$ cat src/rtl/smx_pkg.sv
package smx_pkg;

    typedef struct packed {
        logic accept;
        logic trap;
    } swap_verdict_t;

    function automatic logic [63:0] span_mask(input int lo, input int width);
        logic [63:0] m;
        m = '0;
        for (int i = 0; i < 64; i++) begin
            if (i >= lo && i < lo + width) m[i] = 1'b1;
        end
        return m;
    endfunction

endpackage

$ cat src/rtl/smx_guard.sv
module smx_guard
    import smx_pkg::*;
(
    input  logic          swap_i,
    input  logic          new_q_i,
    input  logic          cur_q_i,
    output swap_verdict_t verdict_o
);
    logic illegal;

    always_comb begin
        illegal          = new_q_i & ~cur_q_i;
        verdict_o.trap   = swap_i & illegal;
        verdict_o.accept = swap_i & ~illegal;
    end
endmodule

$ cat src/rtl/smx_merge.sv
module smx_merge #(
    parameter int W = 32,
    parameter logic [W-1:0] FIELD = '0
) (
    input  logic [W-1:0] cur_i,
    input  logic [W-1:0] new_i,
    output logic [W-1:0] next_o,
    output logic [W-1:0] field_o
);
    always_comb begin
        next_o  = (cur_i & ~FIELD) | (new_i & FIELD);
        field_o = cur_i & FIELD;
    end
endmodule

$ cat src/rtl/smx_swap_unit.sv
module smx_swap_unit
    import smx_pkg::*;
#(
    parameter int W = 32,
    parameter int FIELD_LO = 0,
    parameter int FIELD_W = 8,
    parameter int Q_POS = 3,
    parameter logic [W-1:0] RESET_WORD = 32'h0004_0005
) (
    input  logic         clk,
    input  logic         rst,
    input  logic         swap_i,
    input  logic [W-1:0] new_mask_i,
    output logic [W-1:0] old_mask_o,
    output logic [W-1:0] status_o,
    output logic         trap_o
);
    localparam logic [W-1:0] FIELD = W'(span_mask(FIELD_LO, FIELD_W));

    initial begin
        if (Q_POS < FIELD_LO || Q_POS >= FIELD_LO + FIELD_W)
            $error("Q_POS must lie inside the system-mask field");
        if (RESET_WORD[Q_POS] != 1'b0)
            $error("RESET_WORD must have Q clear");
    end

    logic [W-1:0]  status_q, old_q, next_word, cur_field;
    logic          trap_q;
    swap_verdict_t verdict;

    smx_guard u_guard (
        .swap_i   (swap_i),
        .new_q_i  (new_mask_i[Q_POS]),
        .cur_q_i  (status_q[Q_POS]),
        .verdict_o(verdict)
    );

    smx_merge #(.W(W), .FIELD(FIELD)) u_merge (
        .cur_i  (status_q),
        .new_i  (new_mask_i),
        .next_o (next_word),
        .field_o(cur_field)
    );

    always_ff @(posedge clk) begin
        if (rst) begin
            status_q <= RESET_WORD;
            old_q    <= '0;
            trap_q   <= 1'b0;
        end else begin
            trap_q <= verdict.trap;
            if (verdict.accept) begin
                status_q <= next_word;
                old_q    <= cur_field;
            end
        end
    end

    assign status_o   = status_q;
    assign old_mask_o = old_q;
    assign trap_o     = trap_q;

    AST_OUTSIDE_KEPT: assert property (@(posedge clk) disable iff (rst)
        $stable(status_q & ~FIELD));
    AST_OLD_IN_FIELD: assert property (@(posedge clk) disable iff (rst)
        (old_q & ~FIELD) == '0);
    AST_TRAP_FROM_STROBE: assert property (@(posedge clk) disable iff (rst)
        trap_q |-> $past(swap_i));
    AST_Q_NEVER_RISES: assert property (@(posedge clk) disable iff (rst)
        !$rose(status_q[Q_POS]));
    AST_TRAP_FREEZES: assert property (@(posedge clk) disable iff (rst)
        trap_q |-> ($stable(status_q) && $stable(old_q)));
    AST_IDLE_STABLE: assert property (@(posedge clk) disable iff (rst)
        !swap_i |=> ($stable(status_q) && !trap_q));
endmodule

$ cat config.mk
export PLATFORM = sky130hd
export DESIGN_NAME = smx_swap_unit
export DESIGN_NICKNAME = d
export VERILOG_FILES = /design/src/rtl/smx_pkg.sv /design/src/rtl/smx_guard.sv /design/src/rtl/smx_merge.sv /design/src/rtl/smx_swap_unit.sv
export SDC_FILE = /design/constraint.sdc
export NUM_CORES = 1
export LEC_CHECK = 0
export ABC_AREA = 1
export ABC_CLOCK_PERIOD_IN_PS = 970
export BUFFER_PORTS_ARGS = -buffer_cell sky130_fd_sc_hd__buf_4
export CAP_MARGIN = 20
export CORE_UTILIZATION = 38
export DETAILED_ROUTE_END_ITERATION = 12
export PLACE_DENSITY = 0.79
export SLEW_MARGIN = 10
export SYNTH_ARGS = -nofsm -noshare
export SYNTH_HDL_FRONTEND = slang
export SYNTH_SLANG_ARGS = --single-unit
$ cat constraint.sdc
create_clock -name clk -period 0.97 [get_ports clk]
set_input_delay 0.097 -clock clk [delete_from_list [all_inputs] [get_ports clk]]
set_output_delay 0.097 -clock clk [all_outputs]
set_load 0.02 [all_outputs]
==> results of run 1 <==
[layout make-up]
cell class	count	area share (%)
clock buffers	3	1.80
clock inverters	1	0.400
well taps	31	3.10
flip-flops and latches	17	27.6
multi-input cells	111	43.7
inverters	15	4.90
repair buffers	30	18.5
[sequential cells by signal, summed over array words and instances (netlist names)]
name,flops
old_mask_o,8
status_o,8
trap_o,1
[per-layer routing]
| metal | vias to the layer above | part of all wire, % |
|---|---|---|
| li1 | 422 | - |
| met1 | 380 | 42 |
| met2 | 38 | 51 |
| met3 | 2 | 5.6 |
| met4 | 0 | 1.0 |
| met5 | - | 0 |
[synthesized netlist by cell type]
cell and number:
a21oi_1 5, nor3_1 2, buf_8 2, nand3_2 5, nand3_1 12, conb_1 2
nand2_1 16, inv_2 1, o21ai_0 1, nand2_4 1, clkbuf_8 2, nor2_1 13
a21oi_2 7, buf_4 49, dfxtp_1 17, buf_12 1, inv_1 14, buf_6 1
[power by group through the flow]
stage / Combinational [mW] / Sequential, mW / Clock (mW)
after global placement: 0.458 / 0.783 / 0
after detailed placement: 0.464 / 0.784 / 0
final: 0.479 / 0.765 / 0.375
after global routing: 0.524 / 0.770 / 0.416
after CTS: 0.470 / 0.768 / 0.398
after floorplan: 0.478 / 0.831 / 0
[layout by cell type, fill, tap and decap left out, drive strengths merged]
master        n
nand3        17
nand2        18
inv          15
nor3          2
nor2         13
dfxtp        17
a21oi        12
conb         48
clkinv        1
dlygate4sd3   1
o21ai         1
clkbuf        3
buf          29
[kinds of logic (layout without fill, tap and decap cells)]
family	Yosys count	count (layout)	share of synthesized area (%)
buffers and inverters	70	49	43.0
AND/OR/NAND/NOR	49	50	20.1
flip-flops	17	17	28.5
AO/OA/AOI/OAI	13	13	7.66
other	2	48	0.630
[final timing paths]
kind / cells after the start / end / startpoint / slack (ns)
worst max-delay path: 1 / status_o[1] / status_o[1] / 0.05
worst min-delay path: 3 / status_o[0] / new_mask_i[0] / 0.05
worst max register to register: 4 / status_o[5] / status_o[3] / 0.09
worst min register to register: 2 / old_mask_o[6] / old_mask_o[6] / 0.49
[timing repair]
action,CTS,global route
pin swaps,0,1
cloned,0,1
setup endpoints to repair,15,14
endpoints found under the hold margin,2,0
hold buffers,1,0
setup buffers,0,0
gates resized for setup,3,7
[through the flow]
step,std cells,TNS (ns),utilization (%)
after detailed placement,203,-0.350,41.1
after floorplan,197,0,-
after CTS,207,0,42.6
after global placement,203,-0.170,41.1
after global routing,208,0,43.9
final,208,0,43.9
==> impl_metrics.yaml, run 1 <==
floorplan:
  row_count: 19
  initial_core_util_pct: 41.8
  core-area_um2: 2850
  ios: 100
  die_h_um: 58.0
  fp.dieW_um: 58.0
  dieArea_um2: 3370
synthesis:
  syn_avg_cell_area_um2: 7.90
  netlist-cell-type-count: 18
  yosys.area.top_type: "buf_4"
  yosys_warnings: 0
  synth_top_area_share_pct: 30.8
  syn_area_um2: 1190
  synthCells: 151
  ys_seq_elements: 17
  yosys-top-cells-area: "buf_4 31%, dfxtp_1 29%, a21oi_2 5.1%"
  ys_seq_area_share_pct: 28.5
sta:
  fin_ws_ns: 0.0493
  fin_skew_ns: 0.00295
  fmax_mhz: 1090
  finalMaxSlewViolations: 0
  setup_viol: 0
  period_minus_slack_ns: 0.921
  fin_crit_sh_pct: 94.9
  hold_violations: 0
  rsz0062_at_grt: "no"
  whs_ns: 0.0537
placed_design:
  pre_cts_ws_ns: -0.0807
  placed_cell_area_um2: 1170
  gp_congestion: 0.691
  io_buffers: 27
  dpl.hpwl_um: 1240
global_routing:
  grt_max_degree: 30
  grt_pass1_vias: 571
  overflow: 0
  gr-usage-met1_pct: 12.3
  grt_pass1_wl_um: 2520
  top_usage_layer: "met2"
  grt_use_total_pct: 9.94
  met2_usage_pct: 15.8
  grt_antenna_before_repair: 0
  grt_use_met3_pct: 1.34
worst_setup_path:
  slowest_stage: "dfxtp_1"
  cpLargestDelayFamily: "flip-flops"
  criticalPathCategory: "reg -> out"
  start_kind: "flop"
  arrival_ns: 0.82
  worstPathMaxFanout: 3
  path_buf_inv: 1
  path_cells: "buf_4"
  critPathMaxStageDelay_ns: 0.38
  required_ns: 0.87
  crit_path_end_kind: "output port"
power_and_ir_drop:
  total_power_mw: 1.62
  power.switching_uw: 592
  clockPowerShare_pct: 23.1
  p_per_area_nw_per_um2: 1290
  power_frac_comb_pct: 29.6
  leakage_nw: 0.674
  swShare_pct: 36.6
  p_int_mw: 1.03
  p_seq_share_pct: 47.3
  max-vdd-ir-drop_mv: 0.387
detailed_routing:
  first_iter_violations: 28
  ant_nets: 0
  dr.pass1.iters: 11
  drc: 3
  vias_per_cell: 4.05
  wl_per_cell_um: 8.97
  routed_wl_um: 1870
  vias: 842
clocking:
  numCtsBuffers: 3
  clockBufferDepth: 2
  cts_max_level: 1
  clk_latency_ns: 0.28
  cts-root-buf: "clkbuf_4"
  cts_tree: "done"
  clkSlewWorstSetupHoldPaths_ns: 0.10
  clock-sinks: 17
layout:
  register_area_um2: 345
  final_area_um2: 1250
  diodes: 0
  fillers: 297
  multi_input_area_um2: 547
  layout.nets: 213
  drive_above_1_share_pct: 29.4
  area_growth_syn_to_layout_pct: 4.93
min_path:
  hp-class: "in -> reg"
flow_run:
  maxCapViolCount: 0
outcome:
  status: "complete, but fails checks"
  violations: "design-rule violations"
Note: power is estimated with default switching activity, not from simulation.
==> run 2: changes to the inputs <==
--- a/config.mk
+++ b/config.mk
@@ -12,6 +12,7 @@
 export CORE_UTILIZATION = 38
 export DETAILED_ROUTE_END_ITERATION = 12
 export PLACE_DENSITY = 0.79
+export SETUP_SLACK_MARGIN = 0.2
 export SLEW_MARGIN = 10
 export SYNTH_ARGS = -nofsm -noshare
 export SYNTH_HDL_FRONTEND = slang
==> run 2 against run 1 <==
The flow finishes with violations (design-rule violations, negative hold slack). Register-to-register slack got worse by 0.06 ns. Clock power is 6.9% higher. Count of clock-buffer cells in the layout stayed put. Wire length up 14%. Non-clock buffer count grew 22. Die area stayed put. Critical path depth up 4. Sequential power grew 1%. Largest power group unchanged. Highest routed layer unchanged.
==> impl_metrics.yaml, run 2 (synthesized netlist as in run 1, its figures left out) <==
outcome:
  status: "complete, but fails checks"
  violations: "design-rule violations, negative hold slack"
min_path:
  hold_end: "trap_o"
  hold_path_depth: 2
  hp-class: "in -> reg"
  hold_start: "rst"
detailed_routing:
  first_iter_violations: 42
  wl_per_cell_um: 9.27
  dr.pass1.iters: 8
  routed_wl_um: 2120
  drc: 4
  ant_nets: 0
  vias: 920
  vias_per_cell: 4.02
sta:
  fin_ws_ns: 0.0299
  fin_skew_ns: 0.0124
  fin_crit_sh_pct: 96.9
  fmax_mhz: 1060
  setup_viol: 0
  setup_tns_ns: 0
  whs_ns: -0.0315
  period_minus_slack_ns: 0.940
  finalMaxSlewViolations: 0
  rsz0062_at_grt: "yes"
  hold_violations: 2
layout:
  fillers: 250
  final_cells: 229
  area_growth_syn_to_layout_pct: 31.3
  final_common_cell: "conb_1"
  fin_util_pct: 54.9
  final_area_um2: 1570
  drive_above_1_share_pct: 50.0
  mostFrequentLayoutCells: "48 x conb_1, 32 x buf_4, 16 x nand2_1, 16 x dfxtp_2, 15 x buf_6"
  diodes: 0
  layout.nets: 234
floorplan:
  initial_core_util_pct: 41.8
  ios: 100
  row_count: 19
  core-area_um2: 2850
  fp.dieW_um: 58.0
  die_h_um: 58.0
  dieArea_um2: 3370
worst_setup_path:
  crit_path_end_kind: "flop"
  r2r-start: "status_o[3]"
  criticalPathCategory: "reg -> reg"
  rr_endpoint: "status_o[7]"
  worstPathMaxFanout: 6
  arrival_ns: 1.15
  r2r_setup_slack_ns: 0.03
  start_kind: "flop"
  required_ns: 1.18
  r2r_cells: 5
clocking:
  cts_tree: "done"
  numCtsBuffers: 3
  clock-sinks: 17
  clockBufferDepth: 2
  cts-root-buf: "clkbuf_4"
  clk_latency_ns: 0.30
  clkSlewWorstSetupHoldPaths_ns: 0.11
  cts_max_level: 1
flow_run:
  maxCapViolCount: 0
power_and_ir_drop:
  max-vdd-ir-drop_mv: 0.484
  total_power_mw: 1.81
  p_per_area_nw_per_um2: 1160
  leakage_nw: 0.818
placed_design:
  pre_cts_ws_ns: 0.0455
  dp_cells: 207
  placed_cell_area_um2: 1270
  dpl.hpwl_um: 1340
  gp_congestion: 0.727
  io_buffers: 27
global_routing:
  grt_use_total_pct: 11.7
  grt_max_degree: 24
  grt_pass1_vias: 731
  grt_antenna_before_repair: 0
  overflow: 0
  grt_pass1_wl_um: 2950
run 2: cell count changes in the layout (fill, tap and decap cells not counted), moves of 2 or more:
cell / change
nand3_2: +7
nor3_2: +2
nand2_8: -2
a21oi_1: -4
nand3_1: -7
buf_6: +14
buf_12: +3
dfxtp_2: +15
nor3_1: -2
buf_4: +4
a21oi_2: +4
dfxtp_1: -14
run 2: how the worst max path moves through the flow:
stage                startpoint  slack, ns            end
finish              status_o[3]       0.03    status_o[7]
global route        status_o[3]      -0.02  old_mask_o[7]
CTS                 status_o[3]       0.03  old_mask_o[7]
detailed placement  status_o[3]       0.05  old_mask_o[7]
global placement    status_o[3]       0.05  old_mask_o[0]
floorplan           status_o[3]        0.1  old_mask_o[1]
run 2: area by class of cell:
type                            instances  area [um^2]  area share [%]
Clock buffer                            3         22.5            1.44
Tap cell                               31         38.8            2.48
Multi-Input combinational cell        110          576            36.8
Timing Repair Buffer                   52          504            32.2
Sequential cell                        17          360            23.0
Inverter                               15         56.3            3.60
Clock inverter                          1         7.51           0.480
run 2: power by group:
group | switching [mW] | internal [mW]
clock network | 0.244 | 0.157
registers | 0.0296 | 0.747
logic | 0.382 | 0.250
total | 0.655 | 1.15
run 2: layer usage:
| layer | GRT usage (%) | part of all wire [%] | vias up |
|---|---|---|---|
| li1 | - | - | 462 |
| met1 | 11.9 | 37 | 410 |
| met2 | 21.3 | 55 | 43 |
| met3 | 2.90 | 5.8 | 5 |
| met4 | 7.48 | 2.0 | 0 |
| met5 | 0 | 0 | - |
run 2: critical path, stage by stage, from the launching register on:
cell	delay, ns
dfxtp_2	0.34
inv_2	0.07
nand2_4	0.10
clkbuf_16	0.18
a21oi_2	0.12
nor2_1	0.04
run 2: repair_timing:
| action | in CTS | in global routing |
|---|---|---|
| hold endpoints to repair | 2 | 3 |
| buffers inserted | 13 | 3 |
| pin swaps | 3 | 7 |
| gates resized for setup | 30 | 6 |
| cloned | 0 | 1 |
| endpoints found under the setup margin | 32 | 32 |
